<file path="config.mk">
export PLATFORM = sky130hd
export DESIGN_NAME = dma_addr_load_unit
export DESIGN_NICKNAME = d
export VERILOG_FILES = /design/src/rtl/dma_addr_pkg.sv /design/src/rtl/dma_start_reg.sv /design/src/rtl/dma_addr_ctr.sv /design/src/rtl/dma_load_seq.sv /design/src/rtl/dma_addr_load_unit.sv
export SDC_FILE = /design/constraint.sdc
export NUM_CORES = 1
export LEC_CHECK = 0
export BUFFER_PORTS_ARGS = -buffer_cell sky130_fd_sc_hd__buf_4
export CAP_MARGIN = 30
export CORE_AREA = 3 3 108 110
export CTS_CLUSTER_SIZE = 14
export DETAILED_ROUTE_END_ITERATION = 10
export DIE_AREA = 0 0 111 113
export GPL_TIMING_DRIVEN = 0
export PLACE_DENSITY_LB_ADDON = 0.3
export SKIP_LAST_GASP = 1
export SLEW_MARGIN = 30
export SYNTH_ARGS = -nofsm -noshare
export SYNTH_HDL_FRONTEND = slang
export SYNTH_SLANG_ARGS = --single-unit
</file>
<file path="constraint.sdc">
create_clock -name clk -period 3 [get_ports clk]
set_clock_uncertainty 0.15 [all_clocks]
set_input_delay 0.45 -clock clk [delete_from_list [all_inputs] [get_ports clk]]
set_output_delay 0.45 -clock clk [all_outputs]
set_load 0.1 [all_outputs]
</file>
<file path="src/rtl/dma_addr_pkg.sv">
package dma_addr_pkg;
  localparam int NPORTS = 2;
  localparam int PORT_A = 0;
  localparam int PORT_B = 1;

  localparam logic [1:0] MODE_DEC = 2'b00;
  localparam logic [1:0] MODE_INC = 2'b01;
  localparam logic [1:0] MODE_FIX = 2'b10;

  function automatic logic mode_is_fixed(input logic [1:0] m);
    return m[1];
  endfunction
endpackage

</file>
<file path="src/rtl/dma_start_reg.sv">
module dma_start_reg #(
  parameter int AW = 16,
  localparam int NB = AW / 8,
  localparam int BSW = (NB > 1) ? $clog2(NB) : 1
) (
  input  logic           clk,
  input  logic           rst_n,
  input  logic           wr_en,
  input  logic [BSW-1:0] byte_sel,
  input  logic [7:0]     wr_data,
  output logic [AW-1:0]  start
);
  logic [AW-1:0] start_q;

  for (genvar b = 0; b < NB; b++) begin : g_lane
    always_ff @(posedge clk) begin
      if (!rst_n)
        start_q[b*8 +: 8] <= '0;
      else if (wr_en && (byte_sel == BSW'(b)))
        start_q[b*8 +: 8] <= wr_data;
    end
  end

  assign start = start_q;
endmodule

</file>
<file path="src/rtl/dma_addr_ctr.sv">
module dma_addr_ctr
  import dma_addr_pkg::*;
#(
  parameter int AW = 16
) (
  input  logic          clk,
  input  logic          rst_n,
  input  logic          reload,
  input  logic          load,
  input  logic          step,
  input  logic [1:0]    mode,
  input  logic [AW-1:0] start,
  output logic [AW-1:0] cnt
);
  function automatic logic [AW-1:0] next_addr(input logic [AW-1:0] a,
                                              input logic [1:0] m);
    if (mode_is_fixed(m)) return a;
    else if (m == MODE_INC) return a + AW'(1);
    else return a - AW'(1);
  endfunction

  logic [AW-1:0] cnt_q;

  always_ff @(posedge clk) begin
    if (!rst_n)      cnt_q <= '0;
    else if (reload) cnt_q <= start;
    else if (load)   cnt_q <= start;
    else if (step)   cnt_q <= next_addr(cnt_q, mode);
  end

  assign cnt = cnt_q;
endmodule

</file>
<file path="src/rtl/dma_load_seq.sv">
module dma_load_seq (
  input  logic clk,
  input  logic rst_n,
  input  logic cmd_load,
  input  logic cmd_force_ready,
  input  logic addr_wr,
  input  logic eob,
  input  logic restart_en,
  output logic armed,
  output logic run,
  output logic order_err
);
  logic armed_q, run_q, err_q;
  logic force_ok, force_bad;

  assign force_ok  = cmd_force_ready && armed_q;
  assign force_bad = cmd_force_ready && !armed_q;

  always_ff @(posedge clk) begin
    if (!rst_n) begin
      armed_q <= 1'b0;
      run_q   <= 1'b0;
      err_q   <= 1'b0;
    end else begin
      if (cmd_load)     armed_q <= 1'b1;
      else if (addr_wr) armed_q <= 1'b0;

      if (cmd_load)       err_q <= 1'b0;
      else if (force_bad) err_q <= 1'b1;

      if (force_ok)                 run_q <= 1'b1;
      else if (eob && !restart_en)  run_q <= 1'b0;
    end
  end

  assign armed     = armed_q;
  assign run       = run_q;
  assign order_err = err_q;
endmodule

</file>
<file path="src/rtl/dma_addr_load_unit.sv">
module dma_addr_load_unit
  import dma_addr_pkg::*;
#(
  parameter int AW = 16,
  localparam int NB = AW / 8,
  localparam int BSW = (NB > 1) ? $clog2(NB) : 1
) (
  input  logic           clk,
  input  logic           rst_n,
  input  logic           reg_wr,
  input  logic           reg_port,
  input  logic [BSW-1:0] byte_sel,
  input  logic [7:0]     wr_data,
  input  logic           cfg_wr,
  input  logic           cfg_a_src,
  input  logic [1:0]     cfg_mode_a,
  input  logic [1:0]     cfg_mode_b,
  input  logic           cfg_restart,
  input  logic           cmd_load,
  input  logic           cmd_force_ready,
  input  logic           eob,
  input  logic           xfer_step,
  output logic [AW-1:0]  src_addr,
  output logic [AW-1:0]  dst_addr,
  output logic           xfer_run,
  output logic           order_err
);
  logic       a_is_src;
  logic [1:0] mode_q [NPORTS];
  logic       restart_en;

  always_ff @(posedge clk) begin
    if (!rst_n) begin
      a_is_src   <= 1'b1;
      mode_q[0]  <= MODE_DEC;
      mode_q[1]  <= MODE_DEC;
      restart_en <= 1'b0;
    end else if (cfg_wr) begin
      a_is_src   <= cfg_a_src;
      mode_q[0]  <= cfg_mode_a;
      mode_q[1]  <= cfg_mode_b;
      restart_en <= cfg_restart;
    end
  end

  // named internal events
  logic          restart_fire;
  logic          armed;
  logic [AW-1:0] start_v [NPORTS];
  logic [AW-1:0] ctr_v   [NPORTS];
  logic [AW-1:0] start_a, start_b;
  logic [NPORTS-1:0] load_hit;

  assign restart_fire = eob && restart_en;

  for (genvar p = 0; p < NPORTS; p++) begin : g_port
    logic is_src;
    assign is_src      = (p == PORT_A) ? a_is_src : !a_is_src;
    assign load_hit[p] = cmd_load && is_src;

    dma_start_reg #(.AW(AW)) u_start (
      .clk      (clk),
      .rst_n    (rst_n),
      .wr_en    (reg_wr && (reg_port == 1'(p))),
      .byte_sel (byte_sel),
      .wr_data  (wr_data),
      .start    (start_v[p])
    );

    dma_addr_ctr #(.AW(AW)) u_ctr (
      .clk    (clk),
      .rst_n  (rst_n),
      .reload (restart_fire),
      .load   (load_hit[p]),
      .step   (xfer_step),
      .mode   (mode_q[p]),
      .start  (start_v[p]),
      .cnt    (ctr_v[p])
    );
  end

  assign start_a = start_v[PORT_A];
  assign start_b = start_v[PORT_B];

  dma_load_seq u_seq (
    .clk             (clk),
    .rst_n           (rst_n),
    .cmd_load        (cmd_load),
    .cmd_force_ready (cmd_force_ready),
    .addr_wr         (reg_wr),
    .eob             (eob),
    .restart_en      (restart_en),
    .armed           (armed),
    .run             (xfer_run),
    .order_err       (order_err)
  );

  assign src_addr = a_is_src ? ctr_v[PORT_A] : ctr_v[PORT_B];
  assign dst_addr = a_is_src ? ctr_v[PORT_B] : ctr_v[PORT_A];
endmodule

</file>
### After elaboration in Yosys (flattened, before gate mapping)

Memories as Yosys holds them, arrays and structs flattened.
Cells that the tools add are included.

| operators by class | value |
|---|---|
| add/subtract/negate cells | 4 |
| equality and inequality tests | 4 |
| multiplexer cells | 22 |
| bitwise logic cells | 5 |
| reduce and logical (&&, ||, !) cells | 22 |

Operators by type and width:

| kind | count |
|---|---|
| $mux 16 | 12 |
| $add 16x1->16 const B | 2 |
| $sub 16x1->16 const B | 2 |
| $logic_and 1x1->1 | 12 |
| $mux 1 | 8 |
| $reduce_bool 3->1 | 2 |
| $eq 2x1->1 const B | 2 |
| $mux 2 | 2 |
| $reduce_and 2->1 | 2 |
| $reduce_bool 2->1 | 2 |
| $logic_not 1->1 | 3 |
| $ne 3x1->1 const B | 1 |
| $ne 3x2->1 const B | 1 |
| $not 1->1 | 3 |
| $or 1x1->1 | 2 |
| $reduce_or 2->1 | 1 |

| word-level totals | value |
|---|---|
| register bits after elaboration | 69 |
| bits in writable memories | 4 |
| input port bits | 24 |
| output and inout bits | 34 |
| word-level logic and storage cells | 69 |
| memories kept | 1 |

Memory list:

| memory | depth | bits a word | read ports | clocked after Yosys merged registers in | wr ports | RTL line | RTL |
|---|---|---|---|---|---|---|---|
| mode_q | 2 | 2 | 2 | 0 | 2 | dma_addr_load_unit.sv:29 | `logic [1:0] mode_q [NPORTS];` |

### Logic depth before layout (Yosys ltp)

| logic depth | value |
|---|---|
| word-level depth | 6 |
| depth in mapped cells | 10 |
| depth with buffers taken out | 10 |

### By module

From an unflattened synthesis, not the netlist that was laid out.

| second synthesis, totals | value |
|---|---|
| cells, all modules | 540 |
| area, all modules | 5021.1 µm² |

Modules (own cells, without submodules):

| module | times used | cells an instance | area each (µm²) | sequential area each (µm²) |
|---|---|---|---|---|
| dma_addr_ctr (g_port[1].u_ctr) | 1 | 177 | 1470.2 | 320.3 |
| dma_addr_ctr (g_port[0].u_ctr) | 1 | 171 | 1418.9 | 320.3 |
| dma_start_reg | 2 | 62 | 620.6 | 320.3 |
| dma_addr_load_unit | 1 | 56 | 777.0 | 160.2 |
| dma_load_seq | 1 | 12 | 113.9 | 60.1 |

### Least setup slack after synthesis

Ideal clock, no wire load.

| timing path | value |
|---|---|
| kind | register -> output |
| start | register a_is_src |
| end | output port dst_addr[0] |
| arrival | 2.859 ns |
| data required time | 2.400 ns |
| setup slack | -0.459 ns |
| stages on the path, launching flop included | 4 |
| path buffers | 2 |
| cell sequence | dfxtp_1 > clkbuf_1 > clkbuf_1 > o21ai_0 |

| between the ends | value |
|---|---|
| word-level cells in the longest chain between the ends | 1 |

Ends and longest elaborated chain:

| what | RTL line | RTL |
|---|---|---|
| start: declaration | dma_addr_load_unit.sv:28 | `logic a_is_src;` |
| start signal: assignment | dma_addr_load_unit.sv:39 | `a_is_src <= cfg_a_src;` |
| $mux 16 | dma_addr_load_unit.sv:99 | `assign dst_addr = a_is_src ? ctr_v[PORT_B] : ctr_v[PORT_A];` |
| end: declaration | dma_addr_load_unit.sv:24 | `output logic [AW-1:0] dst_addr,` |

Every way passes these cells.

==> run summary <==
Outcome -> complete, no violations
Final WS setup -> 0.118 ns
Final Hold Vio Count -> 0
Synthesized flop and latch total -> 73
Switching part of the total -> 44.8%
Post-synth EDFFs -> 4
Synth Warn # -> 0
Post-DR vias/cell -> 5.76
Worst Hold Depth -> 2
Routed len/inst -> 18.0 µm
Worst Setup Start Kind -> flip-flop
Top cells by area, synth -> dfxtp_1 29%, ha_1 8.4%, mux2i_1 7.1%
DRC violations left -> 0
Max cap viols -> 0
CTS H-tree depth -> 3
Largest net degree at the start of global routing -> 19
Maximum root-to-sink buffer count -> 2
Synth area leader -> dfxtp_1
CP max stage delay -> 0.45 ns
Maximum VDD drop -> 516 µV
Cell Chain, Critical Path -> nor2b_4 -> clkinvlp_4 -> buf_4 -> buf_4 -> ha_1 -> a21o_1 -> nand4_1 -> a21boi_2 -> a2111oi_4 -> o21ai_2 -> xnor2_1 -> a21oi_1
Via count -> 4403
CTS tree -> yes
Clk network pwr share -> 18.0%
Dpl ws -> -0.602 ns
Layout cells sized above 1 -> 20.7%
Placer congestion estimate -> 0.813
Worst path slowest cell -> edfxtp_1
Syn Inst Count -> 538
Post-synthesis sequential area ratio -> 31.4%
Min cycle time layout -> 2.88 ns
Antenna Cells -> 0
Commonest non-fill, non-tap cell in the layout -> buf_4
CTS buffer count -> 9
Final setup viols -> 0
Hold Crit Class -> in2reg
Grt ovf -> 0
Unrepaired setup endpoints after global routing -> true
Most frequent cells in the layout -> 70 x buf_4, 69 x dfxtp_1, 47 x nand2_1
Global-route wire length before repair -> 22.0 mm
Fmax -> 347 MHz
Post-synth net total -> 596
Die area -> 12500 µm²
Vias in the first global route -> 4294
LEAKAGE -> 2.60 nW
CP required -> 3.09 ns
Pint -> 1.99 mW
Setup crit end kind -> flip-flop
DP Area -> 5380 µm²
Most common cell on crit path -> buf_4
Area grow syn2layout -> 18.8%
Max transition margin -> 44.6%
FP Rows -> 38
Comb pwr share -> 49.9%
Yosys cell types -> 53
Drt first pass iters -> 5
Reg power frac -> 32.2%
Initial antenna violation count -> 0
Crit share post-route -> 96.1%
Reg2Reg Depth -> 12
Final Cell Area -> 5690 µm²
Die Span Y -> 113 µm
Worst skew pair latency -> 0.35 ns
Pwr Density -> 633 nW/µm²
Sw power -> 1.61 mW
Synth Flop Type -> dfxtp_1
Worst slew pin tran -> 0.824 ns
Critical path class -> reg2reg
Pins Over Slew Limit -> 0
Placed insts -> 734
Reg clk slew, reported paths -> 0.08 ns
Core region area -> 10800 µm²
Initial core utilization -> 44.4%
Clk sinks -> 73
DRT iter0 DRCs -> 349
Non-filler cells, final -> 764
Routed WL -> 13.7 mm
Async SR Flop Fraction -> 0%
Detailed Place HPWL -> 10.5 mm
Data arrival, critical path -> 2.97 ns
ANT nets after route -> 0
I/O Buffers -> 56
CTS Root Cell -> clkbuf_8
Top cell type's share of synthesized area -> 28.9%
Die span in x -> 111 µm
Synth Cell Area -> 4790 µm²
I/O pin count -> 58
Nets -> 677
Top fanout value on the critical path -> 10
Syn avg cell area -> 8.90 µm²
Total track usage -> 22.0%
## worst max-delay path: cells and delay by family (launching register included)
family | cells | cell delay, ns
simple gates | 2 | 0.36
flops | 1 | 0.45
fa+ha+maj | 1 | 0.26
buf+inv | 3 | 0.43
xor+xnor | 1 | 0.16
compound gates | 5 | 0.95
## kinds of logic after synthesis
group | count (synthesis) | share of synthesized area (%)
fa+ha+maj | 34 | 9.20
xor+xnor | 27 | 4.94
buf+inv | 37 | 2.93
mux | 63 | 13.9
compound gates | 152 | 21.4
flops | 73 | 31.4
simple gates | 152 | 16.2
## registers in the layout, indices dropped and copies added, names as in the netlist
signal	flops
a_is_src	1
u_seq.run	1
mode_q	4
g_port.u_ctr.cnt	32
restart_en	1
u_seq.armed	1
g_port.u_start.start	32
u_seq.order_err	1
## through the flow
step                power (mW)  hold WS [ns]  TNS, ns  util (%)
detailed placement        2.92         0.318    -5.27      49.9
global placement          2.88         0.310    -3.73      49.9
global route              3.81         0.135  -0.0175      52.7
finish                    3.60         0.149        0      52.7
CTS                       3.57         0.136  -0.0537      51.8
floorplan                 2.55         0.290    -1.84         -
## per-layer routing
metal  vias to the layer above  track usage [%]  part of all wire (%)  wire length [µm]
met5                         -                0                     0                 0
met4                         0             4.11                  0.72                99
met3                         8             5.45                   6.8               938
met2                       148             35.2                    45              6230
met1                      2116             30.5                    47              6460
li1                       2131                -                     -                 -
## synthesized netlist by cell type (14+ instances only)
master and number:
nor2_1 22, a21oi_1 39, xnor2_1 14, nor2b_1 38, nand2_1 47, dfxtp_1 69, mux2_2 29, clkbuf_1 24
o211ai_1 20, mux2i_1 34, o21ai_0 27, ha_1 32
## worst paths after layout
check	to	from	slack (ns)
min reg2reg	u_seq.run	u_seq.armed	0.33
max reg2reg	g_port[1].u_ctr.cnt[13]	mode_q[0][3]	0.12
min	u_seq.order_err	cmd_load	0.15
max	g_port[1].u_ctr.cnt[13]	mode_q[0][3]	0.12
## power groups by stage
stage	sequential, mW	clock (mW)	combinational (mW)
2_1_floorplan	1.14	0	1.40
3_3_place_gp	1.18	0	1.71
3_5_place_dp	1.18	0	1.74
4_1_cts	1.16	0.653	1.76
5_1_grt	1.17	0.700	1.94
6_report	1.16	0.647	1.80
## timing repair
item | CTS | global route
hold buffers | 0 | 0
setup endpoints to repair | 30 | 9
pin swaps | 0 | 2
resized for setup | 7 | 5
setup buffers | 3 | 11
## final cells by class
class | instances | area, µm²
multi-input combinational | 428 | 3190
fill | 1005 | 5100
sequential | 73 | 1500
timing repair buffer | 70 | 526
tap | 140 | 175
clock inverter | 5 | 22.5
inverter | 11 | 45.0
clock buffer | 11 | 131
buffer | 26 | 101
No activity file was read; power rests on OpenSTA's default activity.
